`config.mk`:
```
export PLATFORM = sky130hd
export DESIGN_NAME = rewind_fifo
export DESIGN_NICKNAME = d
export VERILOG_FILES = /design/src/rtl/rwf_pkg.sv /design/src/rtl/rwf_store.sv /design/src/rtl/rwf_outreg.sv /design/src/rtl/rwf_ctrl.sv /design/src/rtl/rewind_fifo.sv
export SDC_FILE = /design/constraint.sdc
export NUM_CORES = 1
export LEC_CHECK = 0
export BUFFER_PORTS_ARGS = -buffer_cell sky130_fd_sc_hd__buf_2
export CAP_MARGIN = 20
export CORE_MARGIN = 1.5
export CORE_UTILIZATION = 37
export DETAILED_ROUTE_END_ITERATION = 12
export GPL_TIMING_DRIVEN = 0
export PLACE_DENSITY = 0.51
export SLEW_MARGIN = 20
export SYNTH_ARGS = -nofsm -noshare
export SYNTH_HDL_FRONTEND = slang
export SYNTH_SLANG_ARGS = --single-unit
```
`constraint.sdc`:
```
create_clock -name clk -period 7.77 [get_ports clk]
set_input_delay 0.777 -clock clk [delete_from_list [all_inputs] [get_ports clk]]
set_output_delay 0.777 -clock clk [all_outputs]
set_load 0.005 [all_outputs]
```
`src/rtl/rwf_pkg.sv`:
```
package rwf_pkg;

  typedef enum logic {
    MODE_STD  = 1'b0,
    MODE_FWFT = 1'b1
  } flag_mode_e;

endpackage

```
`src/rtl/rwf_store.sv`:
```
module rwf_store #(
  parameter int DATA_W = 8,
  parameter int ADDR_W = 3
) (
  input  logic              clk,
  input  logic              we_i,
  input  logic [ADDR_W-1:0] waddr_i,
  input  logic [DATA_W-1:0] wdata_i,
  input  logic [ADDR_W-1:0] raddr_i,
  output logic [DATA_W-1:0] rdata_o
);
  localparam int DEPTH = 1 << ADDR_W;

  logic [DATA_W-1:0] cells_q [DEPTH];

  always_ff @(posedge clk) begin
    if (we_i) cells_q[waddr_i] <= wdata_i;
  end

  assign rdata_o = cells_q[raddr_i];

endmodule

```
`src/rtl/rwf_outreg.sv`:
```
module rwf_outreg #(
  parameter int DATA_W = 8
) (
  input  logic              clk,
  input  logic              clear_i,
  input  logic              load_i,
  input  logic [DATA_W-1:0] din_i,
  input  logic              cs_i,
  output logic [DATA_W-1:0] dout_o
);
  logic [DATA_W-1:0] word_q;
  logic              drive_q;

  always_ff @(posedge clk) begin
    if (clear_i) begin
      word_q  <= '0;
      drive_q <= 1'b0;
    end else begin
      drive_q <= cs_i;
      if (load_i) word_q <= din_i;
    end
  end

  assign dout_o = drive_q ? word_q : '0;

endmodule

```
`src/rtl/rwf_ctrl.sv`:
```
module rwf_ctrl
  import rwf_pkg::*;
#(
  parameter int ADDR_W = 3
) (
  input  logic              clk,
  input  logic              rst_n,
  input  logic              fwft_sel_i,
  input  logic              flush_i,
  input  logic              wr_req_i,
  input  logic              rd_req_i,
  input  logic              mark_i,
  input  logic              rewind_i,
  output logic              we_o,
  output logic [ADDR_W-1:0] waddr_o,
  output logic [ADDR_W-1:0] raddr_o,
  output logic              load_o,
  output logic              empty_o,
  output logic              ready_o,
  output logic              full_o,
  output logic [ADDR_W:0]   level_o,
  output logic [ADDR_W:0]   wr_ptr_o,
  output logic [ADDR_W:0]   rd_ptr_o,
  output logic [ADDR_W:0]   mark_ptr_o,
  output logic              mark_ok_o,
  output logic              fwft_o
);
  localparam int DEPTH = 1 << ADDR_W;
  localparam int PW    = ADDR_W + 1;

  function automatic logic [PW-1:0] occupancy(input logic [PW-1:0] w, input logic [PW-1:0] r);
    return w - r;
  endfunction

  function automatic logic [PW-1:0] mark_point(input logic [PW-1:0] r, input logic fw, input logic v);
    return r - PW'(fw & v);
  endfunction

  function automatic logic [PW-1:0] rewind_target(input logic ok, input logic [PW-1:0] m);
    return ok ? m : '0;
  endfunction

  flag_mode_e    mode_q;
  logic [PW-1:0] wr_q, rd_q, mk_q;
  logic          mk_ok_q, hold_q, valid_q;

  logic          fwft, stored, full;
  logic [PW-1:0] level;
  logic          ev_write, ev_rewind, ev_mark, ev_read_std, ev_take, ev_fetch, ev_load;

  always_comb begin
    fwft        = (mode_q == MODE_FWFT);
    level       = occupancy(wr_q, rd_q);
    stored      = (level != '0);
    full        = (level == PW'(DEPTH));
    ev_write    = wr_req_i & ~full;
    ev_rewind   = rewind_i;
    ev_mark     = mark_i & ~rewind_i;
    ev_read_std = ~fwft & rd_req_i & stored & ~hold_q & ~rewind_i;
    ev_take     = fwft & rd_req_i & valid_q & ~rewind_i;
    ev_fetch    = fwft & stored & ~hold_q & ~rewind_i & (~valid_q | ev_take);
    ev_load     = ev_read_std | ev_fetch;
  end

  always_ff @(posedge clk) begin
    if (!rst_n) begin
      mode_q  <= flag_mode_e'(fwft_sel_i);
      wr_q    <= '0;
      rd_q    <= '0;
      mk_q    <= '0;
      mk_ok_q <= 1'b0;
      hold_q  <= 1'b0;
      valid_q <= 1'b0;
    end else if (flush_i) begin
      wr_q    <= '0;
      rd_q    <= '0;
      mk_q    <= '0;
      mk_ok_q <= 1'b0;
      hold_q  <= 1'b0;
      valid_q <= 1'b0;
    end else begin
      if (ev_write) wr_q <= wr_q + 1'b1;
      if (ev_rewind)    rd_q <= rewind_target(mk_ok_q, mk_q);
      else if (ev_load) rd_q <= rd_q + 1'b1;
      if (ev_mark) begin
        mk_q    <= mark_point(rd_q, fwft, valid_q);
        mk_ok_q <= 1'b1;
      end
      hold_q <= ev_rewind;
      if (ev_rewind)     valid_q <= 1'b0;
      else if (ev_fetch) valid_q <= 1'b1;
      else if (ev_take)  valid_q <= 1'b0;
    end
  end

  assign we_o       = ev_write;
  assign waddr_o    = wr_q[ADDR_W-1:0];
  assign raddr_o    = rd_q[ADDR_W-1:0];
  assign load_o     = ev_load;
  assign empty_o    = ~fwft & (~stored | hold_q);
  assign ready_o    = fwft & valid_q;
  assign full_o     = full;
  assign level_o    = level;
  assign wr_ptr_o   = wr_q;
  assign rd_ptr_o   = rd_q;
  assign mark_ptr_o = mk_q;
  assign mark_ok_o  = mk_ok_q;
  assign fwft_o     = fwft;

endmodule

```
`src/rtl/rewind_fifo.sv`:
```
module rewind_fifo #(
  parameter int DATA_W = 8,
  parameter int ADDR_W = 3
) (
  input  logic              clk,
  input  logic              rst_n,
  input  logic              fwft_sel_i,
  input  logic              flush_i,
  input  logic              wr_en_i,
  input  logic              wr_cs_i,
  input  logic [DATA_W-1:0] wr_data_i,
  input  logic              rd_en_i,
  input  logic              rd_cs_i,
  input  logic              mark_i,
  input  logic              rewind_i,
  output logic [DATA_W-1:0] rd_data_o,
  output logic              empty_o,
  output logic              ready_o,
  output logic              full_o,
  output logic [ADDR_W:0]   level_o
);
  localparam int PW = ADDR_W + 1;

  logic              wr_req, rd_req, we, load, clear_out;
  logic [ADDR_W-1:0] waddr, raddr;
  logic [DATA_W-1:0] head_word;
  logic [PW-1:0]     wr_ptr_w, rd_ptr_w, mark_ptr_w;
  logic              mark_ok_w, fwft_w;

  assign wr_req    = wr_en_i & wr_cs_i;
  assign rd_req    = rd_en_i & rd_cs_i;
  assign clear_out = ~rst_n | flush_i;

  rwf_ctrl #(.ADDR_W(ADDR_W)) u_ctrl (
    .clk        (clk),
    .rst_n      (rst_n),
    .fwft_sel_i (fwft_sel_i),
    .flush_i    (flush_i),
    .wr_req_i   (wr_req),
    .rd_req_i   (rd_req),
    .mark_i     (mark_i),
    .rewind_i   (rewind_i),
    .we_o       (we),
    .waddr_o    (waddr),
    .raddr_o    (raddr),
    .load_o     (load),
    .empty_o    (empty_o),
    .ready_o    (ready_o),
    .full_o     (full_o),
    .level_o    (level_o),
    .wr_ptr_o   (wr_ptr_w),
    .rd_ptr_o   (rd_ptr_w),
    .mark_ptr_o (mark_ptr_w),
    .mark_ok_o  (mark_ok_w),
    .fwft_o     (fwft_w)
  );

  rwf_store #(.DATA_W(DATA_W), .ADDR_W(ADDR_W)) u_store (
    .clk     (clk),
    .we_i    (we),
    .waddr_i (waddr),
    .wdata_i (wr_data_i),
    .raddr_i (raddr),
    .rdata_o (head_word)
  );

  rwf_outreg #(.DATA_W(DATA_W)) u_out (
    .clk     (clk),
    .clear_i (clear_out),
    .load_i  (load),
    .din_i   (head_word),
    .cs_i    (rd_cs_i),
    .dout_o  (rd_data_o)
  );

endmodule

```
**Yosys cells after proc, flatten, opt, wreduce, memory -nomap -nowiden**

Memories as Yosys holds them, arrays and structs flattened. A register that Yosys moved wholly into a read port is not among the register bits.
Index checks and enable logic that the tools add are counted.

- Flip-flop bits (word level): 17
- Memory bits (writable): 64
- Bits of input ports: 18
- Output and inout port bits: 15
- Memories kept: 1

Memories:

| memory | depth | width | read ports | clocked after Yosys merged registers in | wr ports | line | text |
|---|---|---|---|---|---|---|---|
| u_store.cells_q | 8 | 8 | 1 | 1 | 1 | rwf_store.sv:14 | `logic [DATA_W-1:0] cells_q [DEPTH];` |

- $add $sub $neg: 4
- Equal/unequal tests: 1
- Multiplexer cells: 8
- Bitwise logic cells: 29
- Reductions and logical operators: 5

Operators by type and width:

| cell | count |
|---|---|
| $and 1x1->1 | 18 |
| $mux 4 | 3 |
| $add 4x1->4 const B | 2 |
| $mux 8 | 1 |
| $sub 4x4->4 | 2 |
| $not 1->1 | 7 |
| $eq 4x4->1 const B | 1 |
| $mux 1 | 4 |
| $or 1x1->1 | 4 |
| $reduce_bool 2->1 | 2 |
| $reduce_bool 4->1 | 1 |
| $reduce_or 3->1 | 1 |
| $reduce_or 2->1 | 1 |

**Longest topological paths before layout**

- Word-level depth: 9
- Mapped depth: 11

**Modules after synthesis**

Synthesis repeated with hierarchy kept, for this count alone.

- Cells, all modules: 257
- Area, all modules: 3,955.0 µm²

Modules (own cells, without submodules):

| module | instances | cells each | area each (µm²) |
|---|---|---|---|
| rwf_store | 1 | 106 | 2,531.2 |
| rwf_ctrl | 1 | 112 | 1,042.2 |
| rwf_outreg | 1 | 36 | 362.8 |
| rewind_fifo | 1 | 3 | 18.8 |

**Worst setup path before layout**

Ideal clock, no wire load.

- Kind: flip-flop to flip-flop
- From: register u_ctrl.rd_q[2], in the netlist u_ctrl.rd_ptr_o[2]
- To: memory u_store.cells_q[6][0] (enable)
- Arrival: 2.883 ns
- Slack: 4.502 ns
- Cell stages (with the launch flop): 9
- Path buffers: 1
- Clock period less this slack: 3.268 ns
- Path through: dfxtp_1 > clkbuf_1 > inv_1 > ha_1 > and3b_2 > or3_1 > a31oi_2 > nand2_1 > nor3b_1

- Word-level cells in the longest chain between the ends: 6

Ends and longest elaborated chain:

| element | line | text |
|---|---|---|
| start: declaration | rwf_ctrl.sv:44 | `logic [PW-1:0] wr_q, rd_q, mk_q;` |
| start signal: assignment | rwf_ctrl.sv:83 | `if (ev_rewind) rd_q <= rewind_target(mk_ok_q, mk_q);` |
| start signal: assignment | rwf_ctrl.sv:84 | `else if (ev_load) rd_q <= rd_q + 1'b1;` |
| $sub 4x4->4 | rwf_ctrl.sv:32 | `return w - r;` |
| $eq 4x4->1 | rwf_ctrl.sv:55 | `full = (level == PW'(DEPTH));` |
| $not 1->1 | rwf_ctrl.sv:56 | `ev_write = wr_req_i & ~full;` |
| $and 1x1->1 | rwf_ctrl.sv:56 |  |
| $mux 1 | rwf_store.sv:17 | `if (we_i) cells_q[waddr_i] <= wdata_i;` |
| $mux 1 (implied by the code) | rwf_store.sv:17 |  |
| end: declaration | rwf_store.sv:14 |  |

Every way passes these cells.

**Worst setup path after layout**

- From: register u_ctrl.rd_q[2], in the netlist u_ctrl.rd_ptr_o[2]
- To: memory u_store.cells_q[3][4] (enable)

The elaborated chain is that of the path after synthesis.

==> qor.txt <==
Status: finished clean
Lkg Pwr: 0.001546 uW
Worst Hold Class: register to register
N_diodes: 0
Drt wl/cell: 17.72 um
Residual DRC: 0
Core Footprint: 9864 sq um
Drt first pass iters: 4
Fmax: 0.2626 GHz
Crit path required time: 7750 ps
Synthesized flop and latch total: 89
Worst slack, placed: 3936 ps
Synth warn: 0
Port Buf Inserts: 32
Share of the synthesized area in the top cell type: 51.35%
Synth Cell Area: 3801 sq um
Worst skew pair latency: 350 ps
Number of synthesized flops with an enable pin: 65
GR Util All Layers: 15.14%
Post-synth ARST share: 0%
Syn nets: 280
Max Slew Vio Count: 0
Area after DPL: 4204 sq um
Remaining antenna violation count after routing: 0
TritonCTS clock tree: yes
Sequential cell area fraction in the yosys report: 63.99%
Worst Tran Pin Value: 1009 ps
Syn Area/Cell: 14.97 sq um
Largest cells by area after synthesis: edfxtp_1 (51%), dfxtp_1 (13%), mux4_2 (9.5%), mux2i_1 (2.4%), ha_1 (2.3%)
Top-count cell post-synth: edfxtp_1
Largest net degree at the start of global routing: 16
Layout filler cell count: 904
Vias in the first global route: 2193
Final Critical Period: 3808 ps
Mapped Cells: 254
Worst-path fanout max: 10
Post-CTS Setup Inserts: 0
Most common library cells after synthesis: edfxtp_1 (65), dfxtp_1 (24), nor2_1 (17)
RSZ-0062 raised after global routing: no
Final period utilization: 49.01%
Top cell type by total area after synthesis: edfxtp_1
Worst setup margin: 3962 ps
Wirelength, routed: 7797 um
Worst path arrival time: 3780 ps
Initial Util: 38.53%
CTS clk-pin slew, worst paths: 100 ps
Crit path kind: register to register
Pwr Total: 927.5 uW
Final nets: 328
Synth cell types: 45
First-pass GRT wire length: 12240 um
RePlAce Congestion: 0.7091
Area growth from synthesis to layout: 16.26%
Hold Fails Final Rpt: 0
Clock buffer depth: 2
Layout cell share with drive strength beyond 1: 29.64%
Post-cts hold buffer count: 0
Synth Flop Type: edfxtp_1
Fin area: 4419 sq um
PwrDens: 209.9 nW/um^2
Max_slew headroom: 32.75%
Die width: 104.4 um
VDD IR max: 0.1091 mV
I/O pin total: 33
Via density: 5.168
Hpwl dp: 5469 um
Die area: 10890 sq um
Clock Root Buffer: clkbuf_8
DR vias: 2274
Die Y: 104.4 um
Max H-tree Level: 3
Layout Skew: 14.50 ps
Post-CTS sizing: 0
Clock Sinks: 89
Global route overflow: 0
Crit start category: register
Post-route setup TNS: 0 ps
Number of DRC markers in iteration 0: 80
Final setup fails: 0
Initial antenna violation count: 0
Site Rows: 36
CTS buffer count: 9
Worst Setup End Kind: register
Reported max-cap violation count: 0
critical path, cell delays in order (launching register included):
cell and delay, ps:
dfxtp_1 390, clkbuf_1 540, inv_1 220, ha_1 420, and3b_2 240, or3_1 420
a31oi_2 360, nand2_1 190, nor3_2 660
where the power goes:
group / switching (uW) / internal, uW / total [uW]
Combinational: 39.5 / 26.3 / 65.8
Sequential: 3.15 / 515 / 518
Clock: 163 / 181 / 344
Total: 205 / 722 / 928
state kept, by name, summed over array words and instances (netlist names):
| signal | cells |
|---|---|
| u_ctrl.mark_ok_o | 1 |
| u_ctrl.fwft_o | 1 |
| u_ctrl.wr_ptr_o | 4 |
| u_ctrl.rd_ptr_o | 4 |
| u_ctrl.mark_ptr_o | 4 |
| u_store.cells_q | 64 |
| u_out.word_q | 8 |
| u_ctrl.valid_q | 1 |
| u_out.drive_q | 1 |
| u_ctrl.hold_q | 1 |
worst paths after layout:
check / startpoint / to / slack [ps] / cells after the start
worst max-delay path: u_ctrl.rd_ptr_o[2] / u_store.cells_q[3][4] / 3960 / 8
worst min register to register: u_out.word_q[3] / u_out.word_q[3] / 470 / 2
worst max register to register: u_ctrl.rd_ptr_o[2] / u_store.cells_q[3][4] / 3960 / 8
worst min-delay path: u_out.word_q[3] / u_out.word_q[3] / 470 / 2
area by class of cell:
cell class | instances | area (sq um) | area share [%]
Timing Repair Buffer | 37 | 197.7 | 4.473
Sequential cell | 89 | 2432 | 55.04
Multi-Input combinational cell | 143 | 1321 | 29.90
Clock inverter | 7 | 91.34 | 2.067
Buffer | 11 | 45.04 | 1.019
Clock buffer | 9 | 123.9 | 2.803
Inverter | 11 | 41.29 | 0.9343
Tap cell | 133 | 166.4 | 3.766
cells by family after synthesis:
family / count (synthesis) / synth area share (%)
flops: 89 / 63.99
simple gates: 68 / 9.217
compound gates: 35 / 8.229
mux: 25 / 11.85
buf+inv: 22 / 2.271
fa+ha+maj: 8 / 2.831
xor+xnor: 7 / 1.613
per-stage QoR:
stage	instances	utilization (%)	hold slack [ps]
after global placement	419	41.84	454.2
final	440	44.80	468.4
after detailed placement	424	42.62	455.7
after floorplan	254	-	437.3
after CTS	440	44.80	472.4
after global routing	440	44.80	496.7
layout by cell type (no fill, tap or decap), drive strengths merged, types with 2 or more instances in the layout:
master  instances
a211oi          5
a21oi           6
a311oi          3
and2           10
buf            42
bufinv          2
clkbuf         15
clkinv          3
dfxtp          24
edfxtp         65
ha              7
inv            13
mux2i           9
mux4           16
nand2           8
nand2b          2
nand3          16
nor2           17
nor3            5
nor4            2
o21ai           2
o311ai          2
o31ai           9
or3             2
xnor2           6
per-layer routing:
metal	track usage [%]	vias to the layer above	share of wire [%]
li1	-	1077	-
met2	23.40	51	48
met4	4.167	0	1.2
met1	20.86	1140	47
met5	0	-	0
met3	4.323	6	3.6
(Power assumes the default switching activity.)
